===== src/rtl/spf_pkg.sv =====
package spf_pkg;
   typedef enum logic {
      ST_TRACK = 1'b0,
      ST_HOLD  = 1'b1
   } spf_state_e;

   // Bit offsets of the programmable fields inside the 24-bit power word
   localparam int THR_LSB = 4;
   localparam int HYS_LSB = 4;
endpackage


===== src/rtl/spf_square.sv =====
module spf_square #(
   parameter int SMP_W     = 12,
   parameter int MIN_RES   = 8,
   parameter int RES_SEL_W = 4
) (
   input  logic                   clk,
   input  logic                   rst_n,
   input  logic                   en,
   input  logic                   in_vld,
   input  logic [SMP_W-1:0]       in_smp,
   input  logic [RES_SEL_W-1:0]   res_bits,
   output logic                   out_vld,
   output logic [2*SMP_W-1:0]     out_sq
);
   localparam int SQ_W  = 2 * SMP_W;
   localparam int NRES  = SMP_W - MIN_RES + 1;
   localparam int IDX_W = (NRES > 1) ? $clog2(NRES) : 1;

   logic [SMP_W-1:0] cand [NRES];
   logic [IDX_W-1:0] idx;
   logic [SMP_W-1:0] aligned;
   logic [SMP_W-1:0] mag;
   logic [SQ_W-1:0]  sq_c;

   // One left-aligned candidate per supported resolution
   for (genvar gi = 0; gi < NRES; gi++) begin : g_align
      assign cand[gi] = in_smp << (SMP_W - MIN_RES - gi);
   end

   always_comb begin
      if (res_bits < RES_SEL_W'(MIN_RES))
         idx = '0;
      else if (res_bits > RES_SEL_W'(SMP_W))
         idx = IDX_W'(NRES - 1);
      else
         idx = IDX_W'(res_bits - RES_SEL_W'(MIN_RES));
   end

   assign aligned = cand[idx];
   assign mag     = aligned[SMP_W-1] ? (~aligned + 1'b1) : aligned;
   assign sq_c    = SQ_W'(mag) * SQ_W'(mag);

   always_ff @(posedge clk) begin
      if (!rst_n || !en) begin
         out_vld <= 1'b0;
         out_sq  <= '0;
      end else begin
         out_vld <= in_vld;
         if (in_vld) out_sq <= sq_c;
      end
   end

   // the square never exceeds (2^(SMP_W-1))^2
   a_r2_sq_bound: assert property (@(posedge clk) disable iff (!rst_n)
      out_vld |-> (out_sq <= (SQ_W'(1) << (2*SMP_W-2))));
endmodule


===== src/rtl/spf_window_acc.sv =====
module spf_window_acc #(
   parameter int SQ_W         = 24,
   parameter int WIN_MIN_LOG2 = 4,
   parameter int WIN_MAX_LOG2 = 10,
   parameter int WSEL_W       = 4
) (
   input  logic              clk,
   input  logic              rst_n,
   input  logic              en,
   input  logic              in_vld,
   input  logic [SQ_W-1:0]   in_sq,
   input  logic [WSEL_W-1:0] win_log2,
   output logic              mean_vld,
   output logic [SQ_W-1:0]   mean
);
   localparam int ACC_W = SQ_W + WIN_MAX_LOG2;
   localparam int CNT_W = WIN_MAX_LOG2;

   logic [WSEL_W-1:0] eff;
   logic [CNT_W:0]    win_len;
   logic [CNT_W-1:0]  cnt;
   logic [ACC_W-1:0]  acc;
   logic [ACC_W-1:0]  sum_nxt;
   logic              last;

   if (WIN_MIN_LOG2 == WIN_MAX_LOG2) begin : g_fixed_win
      assign eff = WSEL_W'(WIN_MIN_LOG2);
   end else begin : g_prog_win
      always_comb begin
         if (win_log2 < WSEL_W'(WIN_MIN_LOG2))
            eff = WSEL_W'(WIN_MIN_LOG2);
         else if (win_log2 > WSEL_W'(WIN_MAX_LOG2))
            eff = WSEL_W'(WIN_MAX_LOG2);
         else
            eff = win_log2;
      end
   end

   assign win_len = (CNT_W+1)'(1) << eff;
   assign last    = ({1'b0, cnt} == (win_len - 1'b1));
   assign sum_nxt = acc + ACC_W'(in_sq);

   always_ff @(posedge clk) begin
      if (!rst_n || !en) begin
         acc      <= '0;
         cnt      <= '0;
         mean     <= '0;
         mean_vld <= 1'b0;
      end else begin
         mean_vld <= 1'b0;
         if (in_vld) begin
            if (last) begin
               acc      <= '0;
               cnt      <= '0;
               mean     <= SQ_W'(sum_nxt >> eff);
               mean_vld <= 1'b1;
            end else begin
               acc <= sum_nxt;
               cnt <= cnt + 1'b1;
            end
         end
      end
   end

   // the sample counter stays inside the selected window
   a_r3_cnt_in_window: assert property (@(posedge clk) disable iff (!rst_n)
      ({1'b0, cnt} < win_len));
   // the accumulated sum never reaches the top bit (no overflow)
   a_r3_no_overflow: assert property (@(posedge clk) disable iff (!rst_n)
      !acc[ACC_W-1]);
   // the mean only changes with a completed window or a clear
   a_r3_mean_steady: assert property (@(posedge clk) disable iff (!rst_n)
      (en && !(in_vld && last)) |=> $stable(mean));
endmodule


===== src/rtl/spf_hyst_fsm.sv =====
module spf_hyst_fsm
   import spf_pkg::*;
#(
   parameter int SQ_W  = 24,
   parameter int THR_W = 16,
   parameter int HYS_W = 8
) (
   input  logic             clk,
   input  logic             rst_n,
   input  logic             en,
   input  logic             mean_vld,
   input  logic [SQ_W-1:0]  mean,
   input  logic [THR_W-1:0] thr_reg,
   input  logic [HYS_W-1:0] hyst_reg,
   output logic             hold,
   output logic             freeze_gs,
   output logic             freeze_off
);
   spf_state_e      state;
   logic [SQ_W-1:0] thr_w;
   logic [SQ_W-1:0] hys_w;
   logic [SQ_W:0]   rise_w;
   logic            below;
   logic            above;

   assign thr_w  = SQ_W'(thr_reg)  << THR_LSB;
   assign hys_w  = SQ_W'(hyst_reg) << HYS_LSB;
   assign rise_w = {1'b0, thr_w} + {1'b0, hys_w};
   assign below  = (mean < thr_w);
   assign above  = ({1'b0, mean} >= rise_w);

   always_ff @(posedge clk) begin
      if (!rst_n) begin
         state      <= ST_HOLD;
         freeze_off <= 1'b1;
      end else begin
         freeze_off <= !en;
         if (!en) begin
            state <= ST_HOLD;
         end else if (mean_vld) begin
            case (state)
               ST_TRACK: if (below) state <= ST_HOLD;
               ST_HOLD:  if (above) state <= ST_TRACK;
               default:  state <= ST_HOLD;
            endcase
         end
      end
   end

   assign hold      = (state == ST_HOLD);
   assign freeze_gs = hold;

   // a weak window while tracking leads to Hold
   a_r5_track_to_hold: assert property (@(posedge clk) disable iff (!rst_n)
      (en && mean_vld && !hold && below) |=> hold);
   // a strong enough window while holding leads to Track
   a_r6_hold_to_track: assert property (@(posedge clk) disable iff (!rst_n)
      (en && mean_vld && hold && above) |=> !hold);
   // below threshold+hysteresis the block stays in Hold
   a_r6_hold_stays: assert property (@(posedge clk) disable iff (!rst_n)
      (hold && !(en && mean_vld && above)) |=> hold);
   // without a completed window the state does not move
   a_r7_state_quiet: assert property (@(posedge clk) disable iff (!rst_n)
      (en && !mean_vld) |=> $stable(state));
   // disabling forces Hold and freezes offset estimation
   a_r8_disable_hold: assert property (@(posedge clk) disable iff (!rst_n)
      !en |=> (hold && freeze_off));
endmodule


===== src/rtl/sig_power_freeze.sv =====
module sig_power_freeze #(
   parameter int SMP_W        = 12,
   parameter int MIN_RES      = 8,
   parameter int RES_SEL_W    = 4,
   parameter int WIN_MIN_LOG2 = 4,
   parameter int WIN_MAX_LOG2 = 10,
   parameter int WSEL_W       = 4,
   parameter int THR_W        = 16,
   parameter int HYS_W        = 8
) (
   input  logic                   clk,
   input  logic                   rst_n,
   input  logic                   en,
   input  logic                   smp_vld,
   input  logic [SMP_W-1:0]       smp,
   input  logic [RES_SEL_W-1:0]   res_bits,
   input  logic [WSEL_W-1:0]      win_log2,
   input  logic [THR_W-1:0]       thr_reg,
   input  logic [HYS_W-1:0]       hyst_reg,
   output logic                   hold,
   output logic                   freeze_gs,
   output logic                   freeze_off,
   output logic [2*SMP_W-1:0]     mean_pwr
);
   localparam int SQ_W = 2 * SMP_W;

   if (SMP_W != 12) begin : g_bad_smp_w
      $error("sig_power_freeze: power word layout assumes 12-bit samples");
   end
   if (MIN_RES < 1 || MIN_RES > SMP_W) begin : g_bad_min_res
      $error("sig_power_freeze: MIN_RES out of range");
   end
   if (WIN_MIN_LOG2 > WIN_MAX_LOG2) begin : g_bad_win
      $error("sig_power_freeze: window bounds reversed");
   end
   if ((1 << WSEL_W) <= WIN_MAX_LOG2) begin : g_bad_wsel
      $error("sig_power_freeze: win_log2 too narrow");
   end
   if (spf_pkg::THR_LSB + THR_W > SQ_W || spf_pkg::HYS_LSB + HYS_W > SQ_W) begin : g_bad_fields
      $error("sig_power_freeze: field does not fit power word");
   end

   logic            sq_vld;
   logic [SQ_W-1:0] sq;
   logic            mean_vld;

   spf_square #(
      .SMP_W     (SMP_W),
      .MIN_RES   (MIN_RES),
      .RES_SEL_W (RES_SEL_W)
   ) u_square (
      .clk      (clk),
      .rst_n    (rst_n),
      .en       (en),
      .in_vld   (smp_vld),
      .in_smp   (smp),
      .res_bits (res_bits),
      .out_vld  (sq_vld),
      .out_sq   (sq)
   );

   spf_window_acc #(
      .SQ_W         (SQ_W),
      .WIN_MIN_LOG2 (WIN_MIN_LOG2),
      .WIN_MAX_LOG2 (WIN_MAX_LOG2),
      .WSEL_W       (WSEL_W)
   ) u_acc (
      .clk      (clk),
      .rst_n    (rst_n),
      .en       (en),
      .in_vld   (sq_vld),
      .in_sq    (sq),
      .win_log2 (win_log2),
      .mean_vld (mean_vld),
      .mean     (mean_pwr)
   );

   spf_hyst_fsm #(
      .SQ_W  (SQ_W),
      .THR_W (THR_W),
      .HYS_W (HYS_W)
   ) u_fsm (
      .clk        (clk),
      .rst_n      (rst_n),
      .en         (en),
      .mean_vld   (mean_vld),
      .mean       (mean_pwr),
      .thr_reg    (thr_reg),
      .hyst_reg   (hyst_reg),
      .hold       (hold),
      .freeze_gs  (freeze_gs),
      .freeze_off (freeze_off)
   );

   // gain/skew freeze always mirrors the Hold state
   a_r7_gs_follows_hold: assert property (@(posedge clk) disable iff (!rst_n)
      freeze_gs == hold);
   // while disabled the reported mean is cleared
   a_r8_mean_cleared: assert property (@(posedge clk) disable iff (!rst_n)
      !en |=> (mean_pwr == '0));
endmodule


===== config.mk =====
export PLATFORM = sky130hd
export DESIGN_NAME = sig_power_freeze
export DESIGN_NICKNAME = d
export VERILOG_FILES = /design/src/rtl/spf_pkg.sv /design/src/rtl/spf_square.sv /design/src/rtl/spf_window_acc.sv /design/src/rtl/spf_hyst_fsm.sv /design/src/rtl/sig_power_freeze.sv
export SDC_FILE = /design/constraint.sdc
export NUM_CORES = 1
export LEC_CHECK = 0
export BUFFER_PORTS_ARGS = -buffer_cell sky130_fd_sc_hd__buf_2
export CAP_MARGIN = 10
export CORE_ASPECT_RATIO = 0.75
export CORE_MARGIN = 2
export CORE_UTILIZATION = 47
export DETAILED_ROUTE_END_ITERATION = 10
export GPL_ROUTABILITY_DRIVEN = 1
export RECOVER_POWER = 100
export SETUP_SLACK_MARGIN = 0.05
export SLEW_MARGIN = 10
export SYNTH_ARGS = -nofsm -noshare
export SYNTH_HDL_FRONTEND = slang
export SYNTH_HIERARCHICAL = 1
export SYNTH_SLANG_ARGS = --single-unit

===== constraint.sdc =====
create_clock -name clk -period 10.5 [get_ports clk]
set_input_delay 1.05 -clock clk [delete_from_list [all_inputs] [get_ports clk]]
set_output_delay 1.05 -clock clk [all_outputs]
set_load 0.02 [all_outputs]

=== After elaboration in Yosys (flattened, before gate mapping) ===
Cells that the tools add are included.

* Flip-flop bits (word level): 96
* Logic and storage cells: 49
* Input port bits: 48
* Output and inout port bits: 27

* Bitwise logic cells: 4
* Shift-type cells: 2
* Equal/unequal tests: 1
* Reduce and logical (&&, ||, !) cells: 6
* $lt $le $gt $ge: 7
* Add/sub/neg operators: 6
* Multipliers: 1
* Mux-type cells: 14

{| class="wikitable"
|+ Operators by type and width
! kind !! number
|-
| 12-bit binary-select mux with 3-bit select || 1
|-
| 12-bit two-way mux || 3
|-
| 34-bit by 24-bit adder with 34-bit output || 1
|-
| 34-bit two-way mux || 1
|-
| 34-bit by 4-bit right shift with 24-bit output || 1
|-
| 24-bit by 25-bit >= comparator with 1-bit output || 1
|-
| 24-bit by 20-bit < comparator with 1-bit output || 1
|-
| 12-bit by 12-bit multiplier with 24-bit output || 1
|-
| 20-bit by 12-bit adder with 21-bit output || 1
|-
| 12-bit by 1-bit adder with 12-bit output, second input constant || 1
|-
| 12-bit NOT || 1
|-
| 10-bit by 11-bit == test with 1-bit output || 1
|-
| 1-bit by 4-bit left shift with 11-bit output, first input constant || 1
|-
| 11-bit by 1-bit subtractor with 11-bit output, second input constant || 1
|-
| 10-bit by 1-bit adder with 10-bit output, second input constant || 1
|-
| 10-bit two-way mux || 1
|-
| 4-bit greater-than comparator, second input constant || 2
|-
| 4-bit two-way mux || 2
|-
| 3-bit two-way mux || 2
|-
| 4-bit >= comparator, second input constant || 1
|-
| 4-bit by 3-bit < comparator with 1-bit output, second input constant || 1
|-
| 4-bit < comparator, second input constant || 1
|-
| 3-bit NOT with 4-bit output || 1
|-
| 2-bit AND reduction || 2
|-
| 7 further kinds || 11
|}

=== Longest topological paths before layout ===
* Word-level depth: 11
* Depth in mapped cells: 31
* Depth with buffers taken out: 28

=== Cells and area by module ===
The synthesis kept the hierarchy.

{| class="wikitable"
|+ Modules (own cells, without submodules)
! module !! instances !! area each (um2) !! cells each !! sequential area each (um2)
|-
| spf_window_acc || 1 || 6022.0 || 811 || 1381.3
|-
| spf_square || 1 || 5559.1 || 675 || 480.5
|-
| spf_hyst_fsm || 1 || 1296.2 || 166 || 40.0
|}

=== Least setup slack after synthesis ===
No wires, ideal clock.

* Kind: input to register
* Start: input res_bits[3]
* End: register u_square.out_sq[22]
* Data required time: 10.384 ns
* Path slack: 2.886 ns
* Arrival time: 7.498 ns
* Stages: 28
* Setup time: 0.116 ns
* Buffers on the path: 3
* Cell sequence: buf_4 nor2b_1 buf_2 a21oi_1 o41a_2 o2111a_1 nand2_1 o21ai_1 xor2_1 buf_2 nor2_1 fa_1 inv_1 fa_1 inv_1 fa_1 fa_1 inv_1 fa_1 inv_1 ha_1 a211o_1 or2_2 nand3_1 o31ai_1 a221oi_1 mux2i_1 a31o_2

* Word-level cells in the longest chain between the ends: 11
* Elaborated cells on any way between the ends: 12
* Classes of those cells: 1 x add/sub; 1 x mul; 2 x order compare; 6 x mux; 2 x bitwise

{| class="wikitable"
|+ RTL lines
! item !! line !! source
|-
| start, declared || sig_power_freeze.sv:16 || <nowiki>input logic [RES_SEL_W-1:0] res_bits,</nowiki>
|-
| 4-bit greater-than comparator || spf_square.sv:33 || <nowiki>else if (res_bits > RES_SEL_W'(SMP_W))</nowiki>
|-
| 3-bit two-way mux || spf_square.sv:33 ||
|-
| 3-bit two-way mux * || spf_square.sv:31 || <nowiki>if (res_bits < RES_SEL_W'(MIN_RES))</nowiki>
|-
| 3-bit NOT with 4-bit output (implied by the code) * || spf_square.sv:39 || <nowiki>assign aligned = cand[idx];</nowiki>
|-
| 12-bit binary-select mux with 3-bit select * || spf_square.sv:39 ||
|-
| 12-bit two-way mux (implied by the code) * (2 in series) || spf_square.sv:39 ||
|-
| 12-bit NOT || spf_square.sv:40 || <nowiki>assign mag = aligned[SMP_W-1] ? (~aligned + 1'b1) : aligned;</nowiki>
|-
| 12-bit by 1-bit adder with 12-bit output || spf_square.sv:40 ||
|-
| 12-bit two-way mux * || spf_square.sv:40 ||
|-
| 12-bit by 12-bit multiplier with 24-bit output * || spf_square.sv:41 || <nowiki>assign sq_c = SQ_W'(mag) * SQ_W'(mag);</nowiki>
|-
| end signal, assigned || spf_square.sv:49 || <nowiki>if (in_vld) out_sq <= sq_c;</nowiki>
|-
| end, declared || spf_square.sv:13 || <nowiki>output logic [2*SMP_W-1:0] out_sq</nowiki>
|}

Mark *: on every way between the ends. The rest lies on a longest branch, timed or not. The select of a mux whose other input is x is not followed.
A chain may end at the register's enable or synchronous reset.

=== Worst setup path after layout ===
* Start: input res_bits[0]
* End: register u_square.out_sq[20]

* Word-level cells in the longest chain between the ends: 11
* Elaborated cells on any way between the ends: 13
* Classes of those cells: 2 x add/sub; 1 x mul; 2 x order compare; 6 x mux; 2 x bitwise

{| class="wikitable"
|+ RTL lines
! item !! line
|-
| 4-bit greater-than comparator or 3-bit by 1-bit subtractor with 3-bit output (tied branches) || spf_square.sv:33, spf_square.sv:36
|-
| 3-bit two-way mux || spf_square.sv:33
|-
| 3-bit two-way mux * || spf_square.sv:31
|-
| 3-bit NOT with 4-bit output (implied by the code) * || spf_square.sv:39
|-
| 12-bit binary-select mux with 3-bit select * || spf_square.sv:39
|-
| 12-bit two-way mux (implied by the code) * (2 in series) || spf_square.sv:39
|-
| 12-bit NOT || spf_square.sv:40
|-
| 12-bit by 1-bit adder with 12-bit output || spf_square.sv:40
|-
| 12-bit two-way mux * || spf_square.sv:40
|-
| 12-bit by 12-bit multiplier with 24-bit output * || spf_square.sv:41
|}

Marks and branches as above.

==> impl_metrics.json <==
{
  "regToRegSetupSlack_ns": 6.61,
  "yosysUniqueCellTypes": 107,
  "fmax_mhz": 112,
  "die_w_um": 195,
  "area_delta_synth_final_pct": 6.45,
  "first_pass_iters": 5,
  "via_per_inst": 5.87,
  "fp.dieH_um": 147,
  "synth-adder-area-share_pct": 24.7,
  "htree_num_levels": 3,
  "ys.flop_type": "dfxtp_1",
  "first_iter_violations": 1154,
  "dieArea_mm2": 0.0288,
  "hold_path.class": "reg2reg",
  "grt_max_degree": 56,
  "clk_root_buffer_cell": "clkbuf_16",
  "relSlewSlack_pct": -6.00,
  "synth-simple-area-share_pct": 20.9,
  "wirelength_um": 37200,
  "antenna_found_initial": 0,
  "syn_avg_cell_area_um2": 7.80,
  "rows": 52,
  "grt_first_pass_wirelength_um": 59600,
  "synthXorXnorAreaFrac_pct": 5.14,
  "p_sw_share_pct": 50.1,
  "r2r_cells": 12,
  "ctsResizeCount": 0,
  "worst-setup-path-type": "in2reg",
  "num_io_pins": 75,
  "synth-compound-area-share_pct": 22.0,
  "maxSlewViolCount": 28,
  "slowest_delay_ns": 0.61,
  "synth_warnings": 6,
  "grt_setup_unrepaired": "false",
  "crit_top_cell": "fa_1",
  "clock-skew-final_ns": 0.0113,
  "switchingPower_mw": 1.63,
  "power_density_mw_per_mm2": 237,
  "grt_usage_pct": 26.1,
  "drv_cap": 1,
  "power.leakage_nw": 6.12,
  "post-cts-setup-buffer-count": 0,
  "end_kind": "register",
  "intPower_mw": 1.62,
  "tightest_slew_ns": 1.59,
  "critPathMaxFanout": 20,
  "status": "finished, violations left",
  "ys_ff_latch": 95,
  "place_congestion": 0.965,
  "synthMuxAreaShare_pct": 4.42,
  "start_kind": "input pin",
  "cts_max_path_buffers": 2,
  "cp.arrival_ns": 9.12,
  "tns_ns": 0,
  "cts_tree": "done",
  "wl_per_cell_um": 18.3,
  "initial_core_util_pct": 47.8,
  "place_inst": 2021,
  "coreArea_mm2": 0.0269,
  "drcViolationCount": 0,
  "hpwl_um": 29900,
  "synth_seq_area_share_pct": 14.8,
  "ant_nets": 0,
  "worstPathRequired_ns": 10.70,
  "slowest_stage": "clkbuf_1",
  "timing.hold.ws_ns": 0.476,
  "cts_hold_buffers": 0,
  "numPortBuffers": 74,
  "netlist_instances": 1652,
  "async_flop_share_pct": 0,
  "setup_viol": 0,
  "numCtsBuffers": 9,
  "clock_latency_ns": 0.36,
  "vias": 11955,
  "hold_depth": 2,
  "combPwrFrac_pct": 77.6,
  "synth_edf_count": 0,
  "grt_remaining_overflow": 0,
  "grt_pass1_vias": 10972,
  "seq_power_share_pct": 12.0,
  "min_period_over_period_pct": 85.0,
  "synth_top_family_by_area": "adder cells",
  "cts.sinks": 95,
  "synthesis.area_mm2": 0.0129,
  "violations": "max-capacitance violations, max-slew violations",
  "period_needed_ns": 8.92,
  "final_cells": 2037,
  "diodes": 0,
  "clkTransAtPathRegs_ns": 0.07,
  "peakVddDrop_v": 0.000385,
  "nNetsFinal": 1933,
  "clockPowerShare_pct": 10.4,
  "hold_viol_final": 0,
  "drive_gt1_share_pct": 7.71
}
[final timing paths]
| check | from | end |
|---|---|---|
| setup / recovery | res_bits[0] | u_square/out_sq[20] |
| setup reg to reg | u_square/out_sq[0] | u_acc/mean[13] |
| hold reg to reg | u_acc/acc[6] | u_acc/acc[6] |
| hold / removal | u_acc/acc[6] | u_acc/acc[6] |
[critical path, delay by kind of cell]
| kind | cells | cell delay (ns) |
|---|---|---|
| adders and majority gates | 6 | 2.98 |
| AOI/OAI and AO/OA | 5 | 1.39 |
| xor gates and xnor gates | 1 | 0.60 |
| and+or+nand+nor | 6 | 1.06 |
| buffers and inverters | 5 | 0.81 |
| muxes | 4 | 1.23 |
[cells in the final DEF (no fill, tap or decap), drive strengths merged, types with 12 or more instances in the layout]
cell type / count
inv: 178
nor2: 165
nand2: 153
ha: 121
a21oi: 119
dfxtp: 95
fa: 83
o21ai: 80
nand3: 54
buf: 52
xnor2: 46
clkbuf: 45
mux2i: 43
a211oi: 30
nor3: 30
xor2: 27
nand2b: 26
a21o: 25
nor2b: 22
o211ai: 20
a31oi: 20
and2: 16
o21a: 15
nand4: 15
and3: 14
or2: 14
or3: 13
o31ai: 13
conb: 12
[synthesized netlist by cell type (27+ instances only)]
| master | n | area (µm²) |
|---|---|---|
| nor2_1 | 165 | 619 |
| a21oi_1 | 118 | 591 |
| nor3_1 | 28 | 140 |
| a211oi_1 | 28 | 210 |
| dfxtp_1 | 95 | 1900 |
| inv_1 | 173 | 649 |
| nand2_1 | 150 | 563 |
| clkbuf_1 | 44 | 165 |
| o21ai_0 | 66 | 330 |
| xor2_1 | 27 | 236 |
| ha_1 | 121 | 1510 |
| mux2i_1 | 42 | 420 |
| nand3_1 | 53 | 265 |
| xnor2_1 | 43 | 377 |
| fa_1 | 83 | 1660 |
[metal layers]
| metal | routed length [µm] | GRT usage (%) | vias up |
|---|---|---|---|
| met3 | 3360 | 6.52 | 28 |
| li1 | - | - | 5826 |
| met5 | 0 | 0 | - |
| met1 | 19400 | 41.8 | 5705 |
| met2 | 14200 | 35.1 | 396 |
| met4 | 322 | 3.63 | 0 |
[stage by stage]
stage / setup slack (ns) / instance area (µm²) / power (mW) / utilization [%]
3_3_place_gp: 1.72 / 13500 / 2.88 / 50.0
5_1_grt: 1.01 / 13700 / 3.66 / 50.9
2_1_floorplan: 2.89 / 12900 / 2.40 / -
6_report: 1.58 / 13700 / 3.25 / 50.9
3_5_place_dp: 1.49 / 13500 / 2.88 / 50.0
4_1_cts: 1.84 / 13800 / 3.25 / 51.1
[final cells by class]
| cell class | count | area, µm² |
|---|---|---|
| Multi-Input combinational cell | 1312 | 10000 |
| Timing Repair Buffer | 87 | 414 |
| Sequential cell | 95 | 1900 |
| Fill cell | 2771 | 13200 |
| Clock inverter | 6 | 67.6 |
| Clock buffer | 10 | 229 |
| Inverter | 176 | 661 |
| Tap cell | 351 | 439 |
[sequential cells by signal (all words and copies together) (netlist names)]
register and cells:
u_square/out_sq 23, u_acc/mean_vld 1, u_fsm/freeze_off 1, u_fsm/freeze_gs 1
u_acc/acc 34, u_acc/cnt 10, u_square/out_vld 1, u_acc/mean 24
[power groups by stage]
stage          registers, mW  clock network (mW)  logic, mW
6_report               0.391               0.339       2.52
5_1_grt                0.392               0.361       2.91
4_1_cts                0.390               0.350       2.51
3_5_place_dp           0.399                   0       2.49
3_3_place_gp           0.399                   0       2.49
2_1_floorplan          0.393                   0       2.00
[cell families (layout without fill, tap and decap cells)]
group                      after synthesis  in the layout
and+or+nand+nor                        555            555
AOI/OAI and AO/OA                      417            417
buffers and inverters                  254            279
adders and majority gates              205            205
DFF                                     95             95
xor gates and xnor gates                73             73
muxes                                   50             50
other                                    3             12
Note: power is estimated with default switching activity, not from simulation.
